--- src/rtl/ocmp_pkg.sv ---
package ocmp_pkg;
  typedef enum logic [1:0] {
    CM_FREE = 2'd0,
    CM_SYNC = 2'd1,
    CM_TRIG = 2'd2
  } cnt_mode_e;
endpackage

--- src/rtl/ocmp_srcsel.sv ---
module ocmp_srcsel
  import ocmp_pkg::*;
#(
  parameter int SELW = 5
) (
  input  logic                   clk,
  input  logic                   rst,
  input  logic                   en,
  input  logic                   rearm,
  input  logic [(1<<SELW)-1:0]   src_vec,
  input  logic [SELW-1:0]        src_sel,
  input  logic                   trig_mode,
  output cnt_mode_e              mode,
  output logic                   run,
  output logic                   sync_clr
);
  logic evt;
  logic trig_ok;

  always_comb begin
    evt = (src_sel != '0) && src_vec[src_sel];
    if (src_sel == '0)  mode = CM_FREE;
    else if (trig_mode) mode = CM_TRIG;
    else                mode = CM_SYNC;
    run      = en && ((mode != CM_TRIG) || trig_ok);
    sync_clr = en && (mode == CM_SYNC) && evt;
  end

  always_ff @(posedge clk) begin
    if (rst || !en || rearm)              trig_ok <= 1'b0;
    else if (mode == CM_TRIG && evt)      trig_ok <= 1'b1;
  end

  // a selected event in trigger mode releases the counter next cycle
  a_r5_release: assert property (@(posedge clk) disable iff (rst)
    (en && mode == CM_TRIG && evt && !rearm) |=> (!en || run));
endmodule

--- src/rtl/ocmp_counter.sv ---
module ocmp_counter #(
  parameter int W = 16
) (
  input  logic         clk,
  input  logic         rst,
  input  logic         en,
  input  logic         run,
  input  logic         tick,
  input  logic         sync_clr,
  input  logic         pwm_clr,
  input  logic         pair_hi,
  input  logic         carry_in,
  output logic [W-1:0] cnt,
  output logic         carry_out
);
  localparam logic [W-1:0] CMAX = '1;
  logic step;

  always_comb begin
    step      = pair_hi ? carry_in : tick;
    carry_out = en && run && tick && !sync_clr && !pwm_clr && (cnt == CMAX);
  end

  always_ff @(posedge clk) begin
    if (rst || !en)          cnt <= '0;
    else if (sync_clr)       cnt <= '0;
    else if (run && pwm_clr) cnt <= '0;
    else if (run && step)    cnt <= cnt + 1'b1;
  end

  // a plain tick advances the count by one, wrapping at the top
  a_r1_step: assert property (@(posedge clk) disable iff (rst)
    (en && run && tick && !pair_hi && !sync_clr && !pwm_clr)
      |=> (cnt == W'($past(cnt) + 1'b1)));
  // the upper half advances on the carry from the lower half
  a_r8_carry: assert property (@(posedge clk) disable iff (rst)
    (en && run && pair_hi && carry_in && !sync_clr && !pwm_clr)
      |=> (cnt == W'($past(cnt) + 1'b1)));
  // a synchronous event leaves a zero count
  a_r4_sync_zero: assert property (@(posedge clk) disable iff (rst)
    sync_clr |=> (cnt == '0));
endmodule

--- src/rtl/ocmp_wave.sv ---
module ocmp_wave (
  input  logic clk,
  input  logic rst,
  input  logic en,
  input  logic run,
  input  logic tick,
  input  logic pwm_mode,
  input  logic rearm,
  input  logic m_pri,
  input  logic m_sec,
  output logic pin,
  output logic pulse
);
  logic hit;
  logic done;

  always_comb hit = en && run && tick;

  always_ff @(posedge clk) begin
    if (rst || !en) begin
      pin   <= 1'b0;
      pulse <= 1'b0;
      done  <= 1'b0;
    end else begin
      pulse <= hit && (m_pri || m_sec);
      if (pwm_mode || rearm) done <= 1'b0;
      if (hit) begin
        if (pwm_mode) begin
          if (m_sec)      pin <= 1'b0;
          else if (m_pri) pin <= 1'b1;
        end else begin
          if (m_sec && pin) begin
            pin  <= 1'b0;
            done <= 1'b1;
          end else if (m_pri && !m_sec && !done) begin
            pin  <= 1'b1;
          end
        end
      end
    end
  end

  // a secondary hit in waveform mode always leaves the pin low
  a_r6_sec_low: assert property (@(posedge clk) disable iff (rst)
    (pwm_mode && hit && m_sec) |=> !pin);
  // once the single pulse has ended the pin stays low
  a_r7_one_shot: assert property (@(posedge clk) disable iff (rst)
    (done && !pwm_mode) |-> !pin);
endmodule

--- src/rtl/ocmp_channel.sv ---
module ocmp_channel
  import ocmp_pkg::*;
#(
  parameter int W    = 16,
  parameter int SELW = 5
) (
  input  logic                 clk,
  input  logic                 rst,
  input  logic                 en,
  input  logic                 tick,
  input  logic [(1<<SELW)-1:0] src_vec,
  input  logic [SELW-1:0]      src_sel,
  input  logic                 trig_mode,
  input  logic                 pwm_mode,
  input  logic                 rearm,
  input  logic                 pair_en,
  input  logic                 is_high,
  input  logic [W-1:0]         cmp_pri,
  input  logic [W-1:0]         cmp_sec,
  input  logic                 carry_in,
  input  logic                 peer_eq_pri,
  input  logic                 peer_eq_sec,
  output logic                 carry_out,
  output logic                 eq_pri_out,
  output logic                 eq_sec_out,
  output logic [W-1:0]         count,
  output logic                 oc_pin,
  output logic                 match_pulse
);
  cnt_mode_e mode;
  logic run, sync_clr, m_pri, m_sec, pwm_clr, pair_hi;

  ocmp_srcsel #(.SELW(SELW)) u_src (
    .clk(clk), .rst(rst), .en(en), .rearm(rearm),
    .src_vec(src_vec), .src_sel(src_sel), .trig_mode(trig_mode),
    .mode(mode), .run(run), .sync_clr(sync_clr)
  );

  always_comb begin
    eq_pri_out = (count == cmp_pri);
    eq_sec_out = (count == cmp_sec);
    m_pri      = eq_pri_out && (!pair_en || peer_eq_pri);
    m_sec      = eq_sec_out && (!pair_en || peer_eq_sec);
    pwm_clr    = pwm_mode && tick && m_sec;
    pair_hi    = pair_en && is_high;
  end

  ocmp_counter #(.W(W)) u_cnt (
    .clk(clk), .rst(rst), .en(en), .run(run), .tick(tick),
    .sync_clr(sync_clr), .pwm_clr(pwm_clr), .pair_hi(pair_hi),
    .carry_in(carry_in), .cnt(count), .carry_out(carry_out)
  );

  ocmp_wave u_wave (
    .clk(clk), .rst(rst), .en(en), .run(run), .tick(tick),
    .pwm_mode(pwm_mode), .rearm(rearm), .m_pri(m_pri), .m_sec(m_sec),
    .pin(oc_pin), .pulse(match_pulse)
  );

  // a held counter in trigger mode does not move
  a_r5_hold: assert property (@(posedge clk) disable iff (rst)
    (en && mode == CM_TRIG && !run) |=> (!en || $stable(count)));
  // reset leaves the channel quiet
  a_r9_reset: assert property (@(posedge clk)
    rst |=> (count == '0 && !oc_pin && !match_pulse));
endmodule

--- config.mk ---
export PLATFORM = sky130hd
export DESIGN_NAME = ocmp_channel
export DESIGN_NICKNAME = d
export VERILOG_FILES = /design/src/rtl/ocmp_pkg.sv /design/src/rtl/ocmp_srcsel.sv /design/src/rtl/ocmp_counter.sv /design/src/rtl/ocmp_wave.sv /design/src/rtl/ocmp_channel.sv
export SDC_FILE = /design/constraint.sdc
export NUM_CORES = 1
export LEC_CHECK = 0
export BUFFER_PORTS_ARGS = -buffer_cell sky130_fd_sc_hd__buf_2
export CORE_MARGIN = 5
export CORE_UTILIZATION = 35
export DETAILED_ROUTE_END_ITERATION = 10
export PLACE_DENSITY = 0.77
export SYNTH_ARGS = -nofsm -noshare
export SYNTH_HDL_FRONTEND = slang
export SYNTH_SLANG_ARGS = --single-unit
export TNS_END_PERCENT = 20
--- constraint.sdc ---
create_clock -name clk -period 2.4 [get_ports clk]
set_clock_uncertainty 0.1 [all_clocks]
set_input_delay 0.36 -clock clk [delete_from_list [all_inputs] [get_ports clk]]
set_output_delay 0.36 -clock clk [all_outputs]
set_load 0.1 [all_outputs]
**Yosys cells after proc, flatten, opt, wreduce, memory -nomap -nowiden**

Index checks and enable logic that the tools add are counted.

- Add/sub/neg operators: 1
- Order comparisons: 1
- Equal/unequal tests: 7
- Multiplexer cells: 14
- Reduce and logical (&&, ||, !) cells: 39

Operators by type and width:

| kind | count |
|---|---|
| 16-bit equality test | 2 |
| 1-bit logical AND | 21 |
| 16-bit by 1-bit adder with 16-bit output (second input constant) | 1 |
| 16-bit equality test (second input constant) | 1 |
| 1-bit 2-to-1 mux | 11 |
| 1-bit logical OR | 7 |
| 1-bit logical NOT | 6 |
| 5-bit by 6-bit less-than comparator with 1-bit output (second input constant) | 1 |
| 1-bit binary-select mux with 5-bit select | 1 |
| 5-bit logical NOT | 1 |
| 5-bit nonzero test | 1 |
| 2-bit 2-to-1 mux | 2 |
| 3-bit by 1-bit inequality test with 1-bit output (second input constant) | 1 |
| 3-bit AND reduction | 1 |
| 3-bit nonzero test | 1 |
| 3-bit OR reduction | 1 |
| 2-bit by 1-bit equality test with 1-bit output (second input constant) | 1 |
| 2-bit equality test (second input constant) | 1 |
| 2-bit inequality test (second input constant) | 1 |

- Register bits: 20

**Logic depth before layout (Yosys ltp)**

Gate-level depths: netlist (run 1).

- Depth in word-level cells: 10
- Gate-level depth with buffers: 9
- Depth with buffers taken out: 6

**Hierarchy**

Synthesis (run 1) repeated with hierarchy kept, for this count alone.

- Cell total of the unflattened synthesis: 201
- Area, all modules: 1,691.6 um^2

Modules (own cells, without submodules):

| module | instances | cells each | area an instance (um^2) | seq. area each (um^2) |
|---|---|---|---|---|
| ocmp_counter | 1 | 88 | 748.2 | 320.3 |
| ocmp_srcsel | 1 | 48 | 401.6 | 20.0 |
| ocmp_channel | 1 | 50 | 394.1 | 0.0 |
| ocmp_wave | 1 | 15 | 147.6 | 60.1 |

**Worst setup path after synthesis (run 1)**

Ideal clock, no wire load.

- Path type: reg-to-output
- From: reg u_cnt.cnt[3]
- To: out carry_out
- Arrival: 5,045 ps
- Data required time: 1,940 ps
- Slack: -3,105 ps
- Stages on the path, launching flop included: 7
- Path buffers: 1
- Path through: dfxtp_1 > clkbuf_1 > xnor2_1 > nand4_1 > nor4_4 > a311oi_1 > nor4b_1

- Cells in the longest elaborated chain, start to end: 6
- Elaborated cells on any way between the ends: 7
- Those cells by class: eq/ne (2); reduce/logical (5)

Ends and longest elaborated chain:

| element | RTL line | source |
|---|---|---|
| start, declared | ocmp_counter.sv:13 | `output logic [W-1:0] cnt,` |
| start signal, assigned | ocmp_counter.sv:28 | `else if (run && step) cnt <= cnt + 1'b1;` |
| 16-bit equality test | ocmp_channel.sv:41 | `eq_sec_out = (count == cmp_sec);` |
| named net eq_sec_out | ocmp_channel.sv:25 | `output logic eq_sec_out,` |
| 1-bit logical AND | ocmp_channel.sv:43 | `m_sec = eq_sec_out && (!pair_en \|\| peer_eq_sec);` |
| 1-bit logical AND | ocmp_channel.sv:44 | `pwm_clr = pwm_mode && tick && m_sec;` |
| 1-bit logical NOT | ocmp_counter.sv:21 | `carry_out = en && run && tick && !sync_clr && !pwm_clr && (cnt == CMAX);` |
| 1-bit logical AND (2 in series) | ocmp_counter.sv:21 |  |
| end, declared | ocmp_channel.sv:23 | `output logic carry_out,` |

The timed path passes the listed nets, and every way through them passes these cells.

**Worst setup path in the final report (run 1)**

- From: in src_sel[2]
- To: out carry_out

- Cells in the longest elaborated chain, start to end: 10
- Elaborated cells on any way between the ends: 18
- Those cells by class: eq/ne (2); mux (3); reduce/logical (13)

Ends and longest elaborated chain:

| element | RTL line | source |
|---|---|---|
| start, declared | ocmp_channel.sv:12 | `input logic [SELW-1:0] src_sel,` |
| parallel branches: the longest is 7 deep, another holds 1-bit binary-select mux with 5-bit select | - |  |
| 1-bit logical AND (*) (3 in series) | ocmp_counter.sv:21 |  |

Mark *: on every way between the ends. The select of a mux whose other input is x is not followed.

==> metrics.md, run 1 <==
| Metric | Value |
|---|---|
| Outcome | completed |
| Site row count | 25 |
| Critical path required time | 1.94 ns |
| CP Class | in -> out |
| Number of global-route vias before repair | 1920 |
| Die Ht | 81.00 um |
| Largest cells by area after synthesis | xnor2_1 (23%), dfxtp_1 (23%), mux2i_1 (9.6%), nand4_1 (4.3%), nor2_1 (3.6%) |
| Initial detailed-routing violation count | 42 |
| Synth Cell Area | 1764 um2 |
| Fin. max-slew vios | 0 |
| WL final | 5.479 mm |
| Total chip power | 765.8 uW |
| Root Buffer | clkbuf_8 |
| Vias/cell | 4.940 |
| Most Used Layer, Global Route | met2 |
| Antenna Nets Post-Route | 0 |
| Synth cell count leaders | xnor2_1 (46), dfxtp_1 (20), mux2i_1 (17), nor2_1 (17) |
| Starting Density | 36.62% |
| Clk_lat worst skew | 0.26 ns |
| Post-CTS setup buffer count | 0 |
| HP Start | rst |
| Met3 global-route usage | 3.215% |
| Synth Flop Type | dfxtp_1 |
| Max stage delay on crit path | 0.34 ns |
| Syn Area/Cell | 8.322 um2 |
| HPWL after DPL | 4.563 mm |
| Nets | 401 |
| Minimum clock period | 2.318 ns |
| Max clock buf depth | 2 |
| CTS tree | built |
| Data arrival, critical path | 1.86 ns |
| Most frequent cell after synthesis | xnor2_1 |
| Synth-to-layout area growth | 48.51% |
| Antenna cell count | 0 |
| Fill count | 468 |
| FF+latch count, synth | 20 |
| Gr usage total | 16.26% |
| Slowest-stage cell, CP | nor4b_4 |
| Crit Path Max Fanout | 4 |
| Drt wl/cell | 14.23 um |
| Final WS setup | 0.08167 ns |
| Final setup viols | 0 |
| Sum Neg Setup Slack | 0 ns |
| Worst vdd rail ir drop | 0.1620 mV |
| Core Region | 4817 um2 |
| Die area | 6560 um2 |
| Total CTS buffers | 3 |
| Reg clk slew, reported paths | 0.07 ns |
| H-tree Lvls | 1 |
| Routability Congestion | 0.8032 |
| Setup WS pre-CTS | -0.09598 ns |
| Final hold violations | 0 |
| Layout cells sized above 1 | 49.37% |
| CTS sink count | 20 |
| Slew margin rel. | 67.70% |
| Cell taking the most area after synthesis | xnor2_1 |
| Worst min path class | in -> reg |
| Max Cap Violations | 0 |
| CP cell instances | buf_2, nor2b_2, a22oi_1, a211o_1, nand4b_2, nor2_2, nor4b_4, buf_12 |
| Period utilisation layout | 96.60% |
| Lkg Pwr | 0.001083 uW |
| FF-to-FF setup slack | 0.39 ns |
| Die width | 81.00 um |
| Part of the Yosys area used for sequential elements | 22.70% |
| Pin count of the biggest net entering global routing | 17 |
| R2R cell count | 7 |
| GRT met1 Usage | 19.50% |
| Antenna violations before repair | 0 |
| Synth async-reset ratio | 0% |
| Reg-to-reg startpoint | u_cnt.cnt[15] |
| IO Pins | 102 |
| Crit. End Element | primary output |
| DR pass1 iterations | 4 |
| EDFF count, synth | 0 |
| DRC | 0 |
| First-pass GRT wire length | 8.569 mm |
| GR Overflow Total | 0 |
| Library cells used by synthesis | 41 |
| PortBufs | 101 |
| Post-Syn Instances | 212 |
| Actual slew at the worst max-slew pin | 0.4879 ns |
| Crit. Startpoint | src_sel[2] |
| Worst hold stages | 2 |
| Synth top area share | 22.84% |
| Pwr Density | 292.3 nW/um2 |
| Fmax | 0.4313 GHz |
| Ys Warns | 0 |
| Total number of vias | 1902 |
| M2 GR Usage | 29.31% |
| Worst Setup Start Kind | input port |
| Mapped Nets | 294 |
## report_power, final
part,internal (uW),total (uW),switching (uW)
clock network,114,222,108
logic,126,225,99.7
registers,317,318,1.45
total,556,766,209
## kinds of logic after synthesis
| group | count (synthesis) | synth area share [%] |
|---|---|---|
| and+or+nand+nor | 83 | 26.10 |
| muxes | 17 | 9.645 |
| buffers and inverters | 21 | 7.092 |
| AOI/OAI and AO/OA | 23 | 10.43 |
| DFF | 20 | 22.69 |
| xor gates and xnor gates | 47 | 23.33 |
| adders and majority gates | 1 | 0.7091 |
## final timing paths
kind,endpoint
setup / recovery,carry_out
hold / removal,u_wave.pulse
setup reg to reg,u_wave.done
hold reg to reg,u_src.trig_ok
## state kept, by name (all words and copies together), names as in the netlist
name and cells:
u_wave.pin 1, u_wave.pulse 1, u_wave.done 1, u_src.trig_ok 1, u_cnt.cnt 16
## worst max-delay path: cells and delay by family
family / cells / cell delay, ns
buffers and inverters: 2 / 0.37
and+or+nand+nor: 4 / 0.74
AOI/OAI and AO/OA: 2 / 0.39
## layer usage
metal	vias up	part of all wire [%]
met4	0	1.2
li1	950	-
met5	-	0
met2	85	48
met1	859	42
met3	8	9.1
## per-stage QoR
step / util, % / cells / instance area, um2 / hold WS, ns
3_5_place_dp: 52.44 / 381 / 2526 / 0.3610
6_report: 54.39 / 385 / 2620 / 0.1689
3_3_place_gp: 52.44 / 381 / 2526 / 0.3396
2_1_floorplan: - / 212 / 1892 / 0.3317
5_1_grt: 54.39 / 385 / 2620 / 0.1661
4_1_cts: 53.48 / 385 / 2576 / 0.1638
## layout by cell type (no fill, tap or decap), types with 2 or more instances in the layout
cell	count
a22o_1	2
a22oi_1	6
and2_1	3
and3_1	2
buf_12	6
buf_2	96
buf_4	13
clkbuf_8	3
dfxtp_1	4
dfxtp_2	2
dfxtp_4	14
inv_1	8
mux2i_1	16
nand2_1	8
nand2b_1	3
nand3_1	6
nand4_1	12
nor2_1	15
nor2_2	11
nor3_1	12
nor4_1	2
nor4_4	2
o21ai_1	3
xnor2_1	44
xnor2_2	2
## repair_timing
item / 4_1_cts / 5_1_grt
hold buffers: 0 / 0
endpoints found under the setup margin: 1 / 1
cloned: 0 / 0
resized for setup: 2 / 11
pin swaps: 0 / 5
## layout make-up
type                       count  area (um2)  share of cell area (%)
clock buffer                   3       41.29                   1.576
timing repair buffer         115       698.2                   26.65
clock inverter                 1       3.754                  0.1433
multi-input combinational    171        1308                   49.90
sequential                    20       455.4                   17.38
tap                           67       83.83                   3.200
inverter                       8       30.03                   1.146
No activity file was read; power rests on OpenSTA's default activity.
==> inputs of run 2 (changes only) <==
Settings changed: ABC_AREA set to 1, CTS_CLUSTER_SIZE set to 40, PLACE_DENSITY 0.77 to 0.74.
==> run 2 against run 1 <==
  * First-iteration DRC count increased to 2.7 times the previous value
  * Largest cell class unchanged
  * Critical endpoint unchanged
  * Sequential cell count unchanged
  * Critical path type is now reg -> out
  * Combinational power is 8.9% higher
  * Sequential share of layout area decreased by 2.2 points
==> metrics.md, run 2 <==
| Metric | Value |
|---|---|
| Initial detailed-routing violation count | 112 |
| Minimum clock period | 2.356 ns |
| Crit. End Element | primary output |
| Fmax | 0.4245 GHz |
| Die Ht | 89.57 um |
| First-pass GRT wire length | 10.56 mm |
| Synth Flop Type | dfxtp_1 |
| Slowest-stage cell, CP | dfxtp_4 |
| Pwr Density | 271.8 nW/um2 |
| Register area | 447.9 um2 |
| RSZ-0062 raised after global routing | true |
| Largest cells by area after synthesis | nand2_1 (26%), dfxtp_1 (18%), nand3_1 (8.1%), inv_1 (8.0%), nor2_1 (7.1%) |
| Post-layout util | 47.27% |
| Crit Path Max Fanout | 7 |
| GR Overflow Total | 0 |
| R2R cell count | 11 |
| CTS sink count | 20 |
| Worst vdd rail ir drop | 0.2098 mV |
| Starting Density | 35.51% |
| Vias/cell | 4.643 |
| Worst min path class | in -> reg |
| Nets | 572 |
| Final setup viols | 0 |
| Crit. path cell count | 8 |
| WL final | 6.540 mm |
| Synth cell count leaders | nand2_1 (151), inv_1 (47), nor2_1 (42) |
| Synth Cell Area | 2216 um2 |
| DR pass1 iterations | 5 |
| Total CTS buffers | 3 |
| Reg clk slew, reported paths | 0.08 ns |
| Fin. max-slew vios | 0 |
| FF-to-FF setup slack | 0.59 ns |
| Antenna violations before repair | 0 |
| Core Region | 6241 um2 |
| Post-Syn Instances | 389 |
| Clk_lat worst skew | 0.27 ns |
| Commonest non-fill, non-tap cell in the layout | nand2_1 |
| DRC | 0 |
| Final hold violations | 0 |
| Slew margin rel. | 66.62% |
| Number of global-route vias before repair | 2458 |
| H-tree Lvls | 1 |
| Total chip power | 802.0 uW |
| Actual slew at the worst max-slew pin | 0.5041 ns |
| Finished Cell Area | 2950 um2 |
| FF+latch count, synth | 20 |
| Max FFs per register | 16 |
| Max clock buf depth | 2 |
| Lkg Pwr | 0.001465 uW |
| Reg-to-reg endpoint | u_cnt.cnt[11] |
| Biggest register | u_cnt.cnt |
| Max stage delay on crit path | 0.39 ns |
| Pin count of the biggest net entering global routing | 19 |
| Gr usage total | 16.42% |
| Drt wl/cell | 11.55 um |
| Multi-input logic area | 1572 um2 |
| Part of the Yosys area used for sequential elements | 18.07% |
| CP Class | reg -> out |
| Reg-to-reg startpoint | u_cnt.cnt[11] |
| Cell taking the most area after synthesis | nand2_1 |
| IO Pins | 102 |
| Site row count | 29 |
| Critical path required time | 1.94 ns |
| Antenna Nets Post-Route | 0 |
| Synth async-reset ratio | 0% |
| Most frequent cell after synthesis | nand2_1 |
| Layout cells sized above 1 | 36.81% |
| Synth top area share | 25.58% |
| PortBufs | 101 |
| Period utilisation layout | 98.16% |
| Fill count | 650 |
| Crit-path leading delay family | simple AND/OR/NAND/NOR gates |
| CTS tree | built |
| Data arrival, critical path | 1.90 ns |
| Routability Congestion | 0.8475 |
| Die area | 8023 um2 |
| Commonest non-fill, non-tap cells in the layout | nand2_1 (149), buf_2 (100), inv_1 (45), nor2_1 (37), nand3_1 (35) |
| Mapped Nets | 471 |
| Ys Warns | 0 |
| Hold-fix buffers, CTS | 0 |
| Max Cap Violations | 0 |
| EDFF count, synth | 0 |
| Outcome | completed |
| Worst Setup Start Kind | flop |
| Placed standard-cell area | 2813 um2 |
| Crit. Startpoint | u_cnt.cnt[0] |
| Root Buffer | clkbuf_8 |
| Die width | 89.57 um |
| Total number of vias | 2628 |
| Critical path buffers and inverters | 2 |
| Syn Area/Cell | 5.696 um2 |
| Synth-to-layout area growth | 33.15% |
| Library cells used by synthesis | 30 |
| CP cell instances | ha_4, nand3_4, nor2_4, nand4_1, nor4_2, nand3_1, clkinvlp_4, buf_12 |
| Antenna cell count | 0 |
| Worst Setup EP | carry_out |
| HPWL after DPL | 5.395 mm |
==> run 2: stage by stage <==
step                setup WS (ns)  hold slack [ns]  setup TNS [ns]  cells
floorplan                0.003198           0.3489               0    389
global placement           0.1291           0.3595               0    560
detailed placement         0.1332           0.3737               0    560
CTS                      0.007434           0.2510               0    564
global route             -0.08157           0.2626        -0.08157    566
finish                    0.04407           0.2600               0    566
==> run 2: timing repair <==
item                       CTS  global route
pin swaps                    2             4
hold endpoints to repair     0             0
setup buffers                0             2
setup endpoints to repair    1             1
gates resized for setup      5            14
==> run 2: worst min path at each step <==
stage                  startpoint            end  cells past startpoint  slack, ns
floorplan           u_src.trig_ok  u_src.trig_ok                      2       0.35
global placement    u_src.trig_ok  u_src.trig_ok                      2       0.36
detailed placement  u_src.trig_ok  u_src.trig_ok                      2       0.37
CTS                           rst   u_wave.pulse                      3       0.25
global route                  rst   u_wave.pulse                      3       0.26
finish                        rst   u_wave.pulse                      3       0.26
==> run 2: layout make-up <==
cell class | count | area share (%)
multi-input cells | 298 | 53.27
flip-flops and latches | 20 | 15.18
inverters | 62 | 8.100
repair buffers | 105 | 18.66
clock buffers | 4 | 1.527
well taps | 77 | 3.265
==> run 2: cells by family (layout without fill, tap and decap cells) <==
| logic type | count (synthesis) | in the layout | share of synthesized area (%) |
|---|---|---|---|
| buffers and inverters | 71 | 171 | 14.51 |
| adders and majority gates | 1 | 1 | 0.5646 |
| DFF | 20 | 20 | 18.07 |
| xor gates and xnor gates | 22 | 22 | 8.695 |
| AOI/OAI and AO/OA | 8 | 8 | 2.315 |
| and+or+nand+nor | 267 | 267 | 55.84 |
==> run 2: report_power, final <==
group	switching, uW	leakage [uW]	total [uW]	internal [uW]
Combinational	141	0.00127	245	105
Sequential	2.40	0.000173	324	321
Clock	114	0.0000228	233	118
Total	257	0.00147	802	544
==> run 2: worst register-to-register path: cells and delay by family, from the launching register on <==
family,cells,cell delay [ns]
AND/OR/NAND/NOR,10,1.12
buffers and inverters,1,0.05
flip-flops,1,0.41
==> run 2: routing by layer <==
metal	global-route usage (%)	up-vias	share of wire, %	wire length [um]
met2	29.39	93	49	3219
met4	4.871	0	2.5	161
met3	3.102	17	6.9	451
li1	-	1379	-	-
met1	19.79	1139	41	2708
met5	0	-	0	0
==> inputs of run 3 (changes only) <==
Settings changed: GPL_TIMING_DRIVEN set to 0.
==> run 3 against run 2 <==
  * Utilization up 1.9 points
  * Sequential power about the same
  * Global-route usage about the same
  * Cell count up 2.3%
  * First-iteration DRC count down 29%
  * Via count up 3.3%
  * Largest cell class unchanged
  * Power up 1.4%
  * Critical path depth up 5
==> metrics.md, run 3 (same netlist as run 2, synthesis figures left out) <==
| Metric | Value |
|---|---|
| Outcome | completed |
| Reg-to-reg endpoint | u_cnt.cnt[12] |
| DR pass1 iterations | 4 |
| Max clock buf depth | 2 |
| Period utilisation layout | 95.66% |
| Max stage delay on crit path | 0.34 ns |
| Critical path required time | 1.94 ns |
| IO Pins | 102 |
| DRC | 0 |
| Core Region | 6241 um2 |
| CTS sink count | 20 |
| WL final | 6.520 mm |
| Routability Congestion | 0.8770 |
| Site row count | 29 |
| Drt wl/cell | 11.26 um |
| Slowest-stage cell, CP | dfxtp_4 |
| Gr usage total | 16.46% |
| Die width | 89.57 um |
| HPWL after DPL | 5.361 mm |
| Slew margin rel. | 66.18% |
| Clk_lat worst skew | 0.26 ns |
| Data arrival, critical path | 1.84 ns |
| CP Class | reg -> out |
| Number of global-route vias before repair | 2505 |
| First-pass GRT wire length | 10.58 mm |
| Worst Setup EP | carry_out |
| Worst min path class | in -> reg |
| Lkg Pwr | 0.001552 uW |
| Antenna cell count | 0 |
| Die area | 8023 um2 |
| CP cell instances | buf_4, inv_2, nand2_1, nand2_1, nor2_1, nand2_1, nor2_2, nand3_2, inv_2, nand2_1, nand3_2, clkinvlp_4, buf_12 |
| Commonest non-fill, non-tap cells in the layout | nand2_1 (150), buf_2 (97), inv_1 (44), nor2_1 (40), nand3_1 (34) |
| Crit. path cell count | 13 |
| CTS tree | built |
| Min Hold Slack | 0.2500 ns |
| GR Overflow Total | 0 |
| Sum Neg Setup Slack | 0 ns |
| RSZ-0062 raised after global routing | true |
| Layout cells sized above 1 | 38.05% |
| Nets | 585 |
| Register area | 447.9 um2 |
| Multi-input logic area | 1559 um2 |
| Crit-path leading delay family | simple AND/OR/NAND/NOR gates |
| PortBufs | 99 |
| Reg-to-reg startpoint | u_cnt.cnt[0] |
| Die Ht | 89.57 um |
| Antenna violations before repair | 0 |
| Final hold violations | 0 |
| Crit Path Max Fanout | 6 |
| Minimum clock period | 2.296 ns |
| Final setup viols | 0 |
| Total CTS buffers | 3 |
| Hold-fix buffers, CTS | 0 |
| Biggest register | u_cnt.cnt |
| Synth-to-layout area growth | 38.40% |
| Total number of vias | 2716 |
| Commonest non-fill, non-tap cell in the layout | nand2_1 |
| Crit. Startpoint | u_cnt.cnt[10] |
| Crit. End Element | primary output |
| Fmax | 0.4356 GHz |
| Critical path buffers and inverters | 5 |
| Worst Setup Start Kind | flop |
| FF-to-FF setup slack | 0.11 ns |
| Fill count | 646 |
| Reg clk slew, reported paths | 0.07 ns |
| Vias/cell | 4.691 |
| H-tree Lvls | 1 |
| R2R cell count | 13 |
| Max FFs per register | 16 |
| Max Cap Violations | 0 |
| Root Buffer | clkbuf_8 |
| Antenna Nets Post-Route | 0 |
| Pwr Density | 265.2 nW/um2 |
| Starting Density | 35.51% |
| Fin. max-slew vios | 0 |
| CP dominant cell by count | nand2_1 |
| Actual slew at the worst max-slew pin | 0.5108 ns |
| Worst vdd rail ir drop | 0.2152 mV |
| Pin count of the biggest net entering global routing | 12 |
| Initial detailed-routing violation count | 80 |
run 3: changes by cell type in the layout (fill, tap and decap cells not counted), moves of 2 or more:
| cell | before | now |
|---|---|---|
| buf_6 | 0 | 3 |
| nor2_2 | 6 | 4 |
| buf_2 | 100 | 97 |
| nand2_2 | 4 | 2 |
| buf_4 | 4 | 15 |
| nand3_2 | 4 | 6 |
| nor2_1 | 37 | 40 |
run 3: stage by stage:
step | std cells | area [um2] | power [uW] | setup slack (ns) | util (%)
after global placement | 565 | 2859 | 581.1 | -0.1551 | 45.81
after global routing | 579 | 3067 | 866.4 | -0.01874 | 49.14
after detailed placement | 565 | 2859 | 585.8 | -0.1107 | 45.81
after CTS | 578 | 3023 | 820.7 | 0.01611 | 48.44
final | 579 | 3067 | 813.2 | 0.1042 | 49.14
after floorplan | 389 | 2267 | 489.0 | 0.003198 | -
run 3: routing by layer:
metal / vias to the layer above / part of all wire, % / track usage [%]
met5: - / 0 / 0
met4: 0 / 2.8 / 6.225
met3: 16 / 8.2 / 3.650
met2: 94 / 48 / 27.73
met1: 1202 / 41 / 20.41
li1: 1404 / - / -
run 3: power breakdown:
group / switching [uW] / total (uW) / internal [uW]
Sequential: 1.95 / 323 / 321
Combinational: 140 / 257 / 117
Clock: 118 / 233 / 114
Total: 260 / 813 / 553
run 3: worst min-delay path by stage:
stage,from,to,slack [ns],cells past startpoint
detailed placement,u_src.trig_ok,u_src.trig_ok,0.37,2
finish,rst,u_wave.pulse,0.25,3
global placement,u_src.trig_ok,u_src.trig_ok,0.36,2
global route,rst,u_wave.pulse,0.25,3
floorplan,u_src.trig_ok,u_src.trig_ok,0.35,2
CTS,rst,u_wave.pulse,0.25,3
run 3: cell type report:
type                            instances  share of cell area, %
Multi-Input combinational cell        298                  50.84
Timing Repair Buffer                  111                  19.67
Sequential cell                        20                  14.61
Inverter                               62                  7.793
Tap cell                               77                  3.142
Buffer                                  7                  2.489
Clock buffer                            3                  1.346
Clock inverter                          1                 0.1224
run 3: what timing repair did:
action                                  4_1_cts  5_1_grt
buffers inserted                             11        1
endpoints found under the setup margin        1        3
cloned                                        0        0
pin swaps                                     6        9
resized for setup                            10       11
run 3: tightest hold or removal path, stage by stage:
cell,delay [ns]
buf_2,0.09
or2_2,0.09
a21oi_1,0.03
